[src/rtl/mmi_pkg.sv]
package mmi_pkg;

  typedef enum logic [2:0] {
    ST_IDLE,
    ST_PRE,
    ST_LOOP,
    ST_FOLD,
    ST_RED
  } mm_state_e;

  localparam int TBL_AW    = 3;
  localparam int PRE_STEPS = 7;

  // Table address map: loop passes use {overflow[1:0], y_bit}
  localparam logic [TBL_AW-1:0] IDX_ZERO = 3'b000; // 0
  localparam logic [TBL_AW-1:0] IDX_X    = 3'b001; // X
  localparam logic [TBL_AW-1:0] IDX_K2   = 3'b010; // 2^(N+1) mod P
  localparam logic [TBL_AW-1:0] IDX_XK2  = 3'b011; // X + 2^(N+1) mod P
  localparam logic [TBL_AW-1:0] IDX_K3   = 3'b100; // 2^(N+2) mod P
  localparam logic [TBL_AW-1:0] IDX_XK3  = 3'b101; // X + 2^(N+2) mod P
  localparam logic [TBL_AW-1:0] IDX_K1   = 3'b110; // 2^N mod P, fold only

  // Fold step restores overflow weight ov * 2^N without a doubling
  function automatic logic [TBL_AW-1:0] fold_index(input logic [1:0] ov);
    case (ov)
      2'd0:    fold_index = IDX_ZERO;
      2'd1:    fold_index = IDX_K1;
      default: fold_index = IDX_K2;
    endcase
  endfunction

endpackage

[src/rtl/mmi_mod_add.sv]
module mmi_mod_add #(
  parameter int N = 16
) (
  input  logic [N-1:0] a,
  input  logic [N-1:0] b,
  input  logic [N-1:0] p,
  output logic [N-1:0] sum
);
  logic [N:0] wide;
  logic [N:0] diff;

  always_comb begin
    wide = {1'b0, a} + {1'b0, b};
    diff = wide - {1'b0, p};
    sum  = (wide >= {1'b0, p}) ? diff[N-1:0] : wide[N-1:0];
  end
endmodule

[src/rtl/mmi_corr_ram.sv]
module mmi_corr_ram #(
  parameter int W  = 16,
  parameter int AW = 3
) (
  input  logic          clk,
  input  logic          we,
  input  logic [AW-1:0] waddr,
  input  logic [W-1:0]  wdata,
  input  logic [AW-1:0] raddr,
  output logic [W-1:0]  rdata
);
  localparam int DEPTH = 1 << AW;

  logic [W-1:0] mem [DEPTH];

  always_ff @(posedge clk) begin
    if (we) mem[waddr] <= wdata;
  end

  assign rdata = mem[raddr];
endmodule

[src/rtl/mmi_precomp.sv]
module mmi_precomp
  import mmi_pkg::*;
#(
  parameter int N = 16
) (
  input  logic              clk,
  input  logic              rst,
  input  logic              kick,
  input  logic [N-1:0]      x_op,
  input  logic [N-1:0]      p_op,
  output logic              wr_en,
  output logic [TBL_AW-1:0] wr_addr,
  output logic [N-1:0]      wr_data,
  output logic              last
);
  localparam logic [N-1:0] HALF = {1'b1, {(N-1){1'b0}}};
  localparam logic [2:0]   LAST_STEP = 3'(PRE_STEPS - 1);

  logic         active;
  logic [2:0]   step;
  logic [N-1:0] k_q, k2_q;
  logic [N-1:0] op_a, op_b, madd;

  mmi_mod_add #(.N(N)) u_madd (
    .a  (op_a),
    .b  (op_b),
    .p  (p_op),
    .sum(madd)
  );

  // One table entry per step; doubling chain 2^N -> 2^(N+1) -> 2^(N+2)
  always_comb begin
    op_a    = k_q;
    op_b    = k_q;
    wr_addr = IDX_ZERO;
    wr_data = '0;
    case (step)
      3'd0: begin wr_addr = IDX_ZERO; wr_data = '0; end
      3'd1: begin wr_addr = IDX_X;    wr_data = x_op; end
      3'd2: begin op_a = HALF; op_b = HALF; wr_addr = IDX_K1; wr_data = madd; end
      3'd3: begin wr_addr = IDX_K2; wr_data = madd; end
      3'd4: begin wr_addr = IDX_K3; wr_data = madd; end
      3'd5: begin op_a = x_op; op_b = k2_q; wr_addr = IDX_XK2; wr_data = madd; end
      3'd6: begin op_a = x_op; op_b = k_q;  wr_addr = IDX_XK3; wr_data = madd; end
      default: begin wr_addr = IDX_ZERO; wr_data = '0; end
    endcase
    wr_en = active;
    last  = active && (step == LAST_STEP);
  end

  always_ff @(posedge clk) begin
    if (rst) begin
      active <= 1'b0;
      step   <= '0;
      k_q    <= '0;
      k2_q   <= '0;
    end else if (kick) begin
      active <= 1'b1;
      step   <= '0;
    end else if (active) begin
      step <= step + 3'd1;
      if (last) active <= 1'b0;
      if (step == 3'd2 || step == 3'd3 || step == 3'd4) k_q <= madd;
      if (step == 3'd3) k2_q <= madd;
    end
  end


  pre_reduced_chk: assert property (@(posedge clk) disable iff (rst)
    (active && step >= 3'd2) |-> (madd < p_op));

endmodule

[src/rtl/mmi_accum.sv]
module mmi_accum #(
  parameter int N = 16
) (
  input  logic         clk,
  input  logic         rst,
  input  logic         clr,
  input  logic         do_loop,
  input  logic         do_fold,
  input  logic         do_red,
  input  logic [N-1:0] addend,
  input  logic [N-1:0] p_op,
  output logic [1:0]   ov,
  output logic [N-1:0] red_out
);
  logic [N-1:0] r_q;
  logic [1:0]   ov_q;
  logic [N:0]   s_q;
  logic [N+1:0] loop_sum;
  logic [N:0]   fold_sum;
  logic [N:0]   red_full;

  always_comb begin
    loop_sum = {1'b0, r_q, 1'b0} + {2'b00, addend};
    fold_sum = {1'b0, r_q} + {1'b0, addend};
    red_full = (s_q >= {1'b0, p_op}) ? (s_q - {1'b0, p_op}) : s_q;
  end

  always_ff @(posedge clk) begin
    if (rst) begin
      r_q  <= '0;
      ov_q <= '0;
      s_q  <= '0;
    end else if (clr) begin
      r_q  <= '0;
      ov_q <= '0;
    end else if (do_loop) begin
      {ov_q, r_q} <= loop_sum;
    end else if (do_fold) begin
      s_q <= fold_sum;
    end else if (do_red) begin
      s_q <= red_full;
    end
  end

  assign ov      = ov_q;
  assign red_out = red_full[N-1:0];


  no_overflow_chk: assert property (@(posedge clk) disable iff (rst)
    do_loop |-> (loop_sum[N+1:N] != 2'b11));

endmodule

[src/rtl/ilv_modmul.sv]
module ilv_modmul
  import mmi_pkg::*;
#(
  parameter int N = 16
) (
  input  logic         clk,
  input  logic         rst,
  input  logic         start,
  input  logic [N-1:0] x_in,
  input  logic [N-1:0] y_in,
  input  logic [N-1:0] p_in,
  output logic         busy,
  output logic         done,
  output logic [N-1:0] result
);
  localparam int CW = $clog2(N + 1);

  mm_state_e         st;
  logic [N-1:0]      x_q, y_q, p_q, res_q;
  logic [CW-1:0]     cnt;
  logic              busy_q, done_q;
  logic              kick;
  logic              pre_we, pre_last;
  logic [TBL_AW-1:0] pre_addr, rd_addr;
  logic [N-1:0]      pre_data, tbl_q, red_out;
  logic [1:0]        ov;

  assign kick    = (st == ST_IDLE) && start;
  assign rd_addr = (st == ST_FOLD) ? fold_index(ov) : {ov, y_q[N-1]};

  mmi_precomp #(.N(N)) u_pre (
    .clk    (clk),
    .rst    (rst),
    .kick   (kick),
    .x_op   (x_q),
    .p_op   (p_q),
    .wr_en  (pre_we),
    .wr_addr(pre_addr),
    .wr_data(pre_data),
    .last   (pre_last)
  );

  mmi_corr_ram #(.W(N), .AW(TBL_AW)) u_tbl (
    .clk  (clk),
    .we   (pre_we),
    .waddr(pre_addr),
    .wdata(pre_data),
    .raddr(rd_addr),
    .rdata(tbl_q)
  );

  mmi_accum #(.N(N)) u_acc (
    .clk    (clk),
    .rst    (rst),
    .clr    (kick),
    .do_loop(st == ST_LOOP),
    .do_fold(st == ST_FOLD),
    .do_red (st == ST_RED),
    .addend (tbl_q),
    .p_op   (p_q),
    .ov     (ov),
    .red_out(red_out)
  );

  always_ff @(posedge clk) begin
    if (rst) begin
      st     <= ST_IDLE;
      x_q    <= '0;
      y_q    <= '0;
      p_q    <= '0;
      cnt    <= '0;
      busy_q <= 1'b0;
      done_q <= 1'b0;
      res_q  <= '0;
    end else begin
      done_q <= 1'b0;
      case (st)
        ST_IDLE: if (start) begin
          x_q    <= x_in;
          y_q    <= y_in;
          p_q    <= p_in;
          busy_q <= 1'b1;
          st     <= ST_PRE;
        end
        ST_PRE: if (pre_last) begin
          st  <= ST_LOOP;
          cnt <= '0;
        end
        ST_LOOP: begin
          y_q <= {y_q[N-2:0], 1'b0};
          cnt <= cnt + CW'(1);
          if (cnt == CW'(N - 1)) st <= ST_FOLD;
        end
        ST_FOLD: begin
          st  <= ST_RED;
          cnt <= '0;
        end
        ST_RED: begin
          cnt <= cnt + CW'(1);
          if (cnt == CW'(1)) begin
            st     <= ST_IDLE;
            busy_q <= 1'b0;
            done_q <= 1'b1;
            res_q  <= red_out;
          end
        end
        default: st <= ST_IDLE;
      endcase
    end
  end

  assign busy   = busy_q;
  assign done   = done_q;
  assign result = res_q;


  result_range_chk: assert property (@(posedge clk) disable iff (rst)
    done_q |-> (res_q < p_q));


  done_pulse_chk: assert property (@(posedge clk) disable iff (rst)
    done_q |=> !done_q);


  busy_done_chk: assert property (@(posedge clk) disable iff (rst)
    done_q |-> !busy_q);


  start_ignored_chk: assert property (@(posedge clk) disable iff (rst)
    (busy_q && start) |=> ($stable(p_q) && $stable(x_q)));


  result_hold_chk: assert property (@(posedge clk) disable iff (rst)
    !done_q |-> $stable(res_q));


  table_range_chk: assert property (@(posedge clk) disable iff (rst)
    (st == ST_LOOP || st == ST_FOLD) |-> (tbl_q < p_q));

endmodule

[config.mk]
export PLATFORM = sky130hd
export DESIGN_NAME = ilv_modmul
export DESIGN_NICKNAME = d
export VERILOG_FILES = /design/src/rtl/mmi_pkg.sv /design/src/rtl/mmi_mod_add.sv /design/src/rtl/mmi_corr_ram.sv /design/src/rtl/mmi_precomp.sv /design/src/rtl/mmi_accum.sv /design/src/rtl/ilv_modmul.sv
export SDC_FILE = /design/constraint.sdc
export NUM_CORES = 1
export LEC_CHECK = 0
export ABC_CLOCK_PERIOD_IN_PS = 15000
export CELL_PAD_IN_SITES_DETAIL_PLACEMENT = 1
export CELL_PAD_IN_SITES_GLOBAL_PLACEMENT = 2
export CORE_MARGIN = 5
export CORE_UTILIZATION = 42
export CTS_BUF_LIST = sky130_fd_sc_hd__clkbuf_16
export DETAILED_ROUTE_END_ITERATION = 16
export PLACE_DENSITY_LB_ADDON = 0.1
export SLEW_MARGIN = 40
export SYNTH_ARGS = -nofsm -noshare
export SYNTH_HDL_FRONTEND = slang
export SYNTH_SLANG_ARGS = --single-unit
[constraint.sdc]
create_clock -name clk -period 15 [get_ports clk]
set_clock_uncertainty 0.1 [all_clocks]
set_input_delay 1.5 -clock clk [delete_from_list [all_inputs] [get_ports clk]]
set_output_delay 1.5 -clock clk [all_outputs]
set_load 0.005 [all_outputs]
==> metrics.cfg <==
[status]
status=finished, final reports clean

[sta]
hold_ws_ns=0.3533
fin_tns_setup_ns=0
hold_viol=0
setup_violations=0
rsz0062_at_grt=no
fin_crit_sh=0.4849
fmax_ghz=0.1375
finalCriticalPeriod_ns=7.273
worstMarginPinSlew_ns=0.9221
finalMaxSlewViolations=0
max_slew_margin=0.3787

[min_path]
hold_class=register to register

[yosys]
synth_edf_count=128
yosys.area.top_type=edfxtp_1
syn_inst=1616
ys_ff_latch=273
synthTopCellsByCount=nand2_1 (297), dfxtp_1 (145), edfxtp_1 (128)
ys_types=71
ys_seq_area_frac=0.4556
yosysMostFrequentCell=nand2_1
syn-mean-instance-area_um2=9.164
syn_nets=1759
netlist_area_um2=14810
yosysWarnings=0
ys.flop_type=dfxtp_1
synthArstFlopShare=0
ys_top_cells_by_area=edfxtp_1 (26%), dfxtp_1 (20%), nand2_1 (7.5%)
synth.top_cell.area_share=0.2595

[layout]
n_antenna_cell=0
layout-drive-gt1-share=0.06790
area_growth_pct=14.86
nets=1798
filler_cell_count=3988
finalInstanceArea_um2=17010

[power]
seqPwrFrac=0.435
powerDensity_nw_per_um2=109.0
p_int_uw=1350
p_sw_frac=0.2718
pwr-share-comb=0.153
clockPowerShare=0.412
p_leak_uw=0.006355
p_total_uw=1854
worst_ir_drop_vdd_mv=0.07717
p_sw_uw=503.9

[cts]
cts.sinks=273
htreeDepth=1
cts_resized=0
cts_buffer_depth=3
tritoncts=done
hold_buffers=0
root_buffer=clkbuf_16
clk_latency_ns=0.57
clkSlewWorstSetupHoldPaths_ns=0.06
cts_buffers=30
post_cts_buffers=0

[grt]
grt_usage=0.2265
grt-ovfl-total=0
grt_pass1_vias=12435
grt_pass1_wl_um=70190
grt_start_max_net_pins=77
antenna_found_initial=0

[route]
drt_iter0_drc=648
avgViaCountPerCell=5.658
drt_first_pass_iters=5
drc=0
vias=12075
wl_um=44680
wire_per_inst_um=20.94
antenna_left=0

[place]
placed_area_um2=15980
hpwl_um=31440
port_buffers=68
place.gp.congestion=0.8988

[setup_path]
cp-start-kind=register
crit_path_end_kind=register
cp_top_family=compound AO/OA/AOI/OAI gates
worstPathCellList=ha_1 > and2_1 > nor2_1 > buf_4 > a22o_1 > ha_1 > fa_1 > a21oi_1 > o211ai_2 > a21oi_4 > a22oi_2 > or4_1 > nand4_1 > ha_1 > nand4_1 > o41ai_1 > a311o_1 > a21oi_4 > mux2i_1 > o21ai_0
crit_arrival_ns=7.42
crit_required_ns=15.14
critPathSlowestCell=o21ai_0
path_class=register to register
cpPeakStageDelay_ns=0.78
crit_buf_inv=1
critPathMaxFanout=18
cpMostUsedCell=ha_1

[floorplanning]
core-area_um2=34710
die_h_um=197.8
rows=68
dieArea_um2=39120
fp.dieW_um=197.8
start_util=0.4266
io_pins=69

[flow_run]
cap_violations=0

## power groups by stage
stage / combinational, µW / clock (µW) / sequential (µW)
4_1_cts: 284 / 784 / 806
3_5_place_dp: 282 / 0 / 822
5_1_grt: 311 / 819 / 807
6_report: 284 / 764 / 806
2_1_floorplan: 199 / 0 / 817
3_3_place_gp: 277 / 0 / 822
## cells by family after synthesis
group | Yosys count | synth area share
fa+ha+maj | 92 | 0.08026
flops | 273 | 0.4556
xor+xnor | 61 | 0.03608
mux | 39 | 0.02830
compound gates | 401 | 0.1808
buf+inv | 122 | 0.03194
simple gates | 628 | 0.1871
## worst paths after layout
check                             startpoint  slack, ns  depth (start not counted)                         to
hold reg to reg          p_q[9]$_SDFFE_PP0P_       0.35                          2        p_q[9]$_SDFFE_PP0P_
setup reg to reg  u_pre.step[0]$_SDFFE_PP0P_       7.73                         20  u_tbl.mem[4][6]$_DFFE_PP_
setup / recovery  u_pre.step[0]$_SDFFE_PP0P_       7.73                         20  u_tbl.mem[4][6]$_DFFE_PP_
hold / removal           p_q[9]$_SDFFE_PP0P_       0.35                          2        p_q[9]$_SDFFE_PP0P_
## per-stage QoR
stage,utilization,cells,worst slack [ns]
6_report,0.4900,2134,7.727
5_1_grt,0.4900,2134,7.354
4_1_cts,0.4899,2134,7.609
3_5_place_dp,0.4602,2078,7.633
3_3_place_gp,0.4597,2077,7.808
2_1_floorplan,-,1616,9.262
## area by class of cell
class                           count  area, µm²  area share
Clock inverter                     25      256.5     0.01508
Multi-Input combinational cell   1221       7661      0.4504
Tap cell                          455      569.3     0.03347
Sequential cell                   273       6746      0.3966
Timing Repair Buffer               93      865.8     0.05090
Inverter                           36      135.1    0.007944
Clock buffer                       31      775.7     0.04560
## state kept, by name, summed over array words and instances (netlist names)
signal and flops:
busy 1, cnt 5, done 1, p_q 16, result 16, st 3
u_acc.ov 2, u_acc.r_q 16, u_acc.s_q 17, u_pre.k2_q 16, u_pre.k_q 16, u_pre.step 3
u_pre.wr_en 1, u_tbl.mem 128, x_q 16, y_q 16
## layout by cell type (no fill, tap or decap), types with 8 or more instances in the layout
master           Yosys  final
a211oi_1            54     54
nor2b_1             13     13
buf_4                0     26
nand4_1             11     11
edfxtp_1           128    128
nor3_1              25     25
nor2_1             123    120
inv_1               36     38
nand3_1             90     90
mux2i_1             34     34
ha_1                87     87
and2_1               8      8
o21a_1              17     15
a21o_1              16     16
xor2_1              22     22
clkdlybuf4s50_1      0     67
a21oi_1            110    109
o21ai_1              4     16
o21ai_0             69     56
and3_1              10      9
a22o_1              34     34
xnor2_1             39     39
nand2b_1            23     23
o22ai_1              9      9
o211ai_1             9      9
clkbuf_16            0     31
nand2_1            297    296
dfxtp_1            145    145
a22oi_1             19     19
## per-layer routing
layer	track usage	vias to the layer above	wire, µm
met5	0	-	0
met4	0.07345	0	1426
met3	0.03369	65	1881
met2	0.3643	218	20110
met1	0.3155	5882	21260
li1	-	5910	-
## worst register-to-register path: cells and delay by family, from the launching register on
family                     cells  cell delay, ns
adders and majority gates      4            1.40
DFF                            1            0.49
muxes                          1            0.27
AOI/OAI and AO/OA              9            2.94
and+or+nand+nor                5            1.52
buffers and inverters          1            0.23
Power figures use the tool's default switching activity.
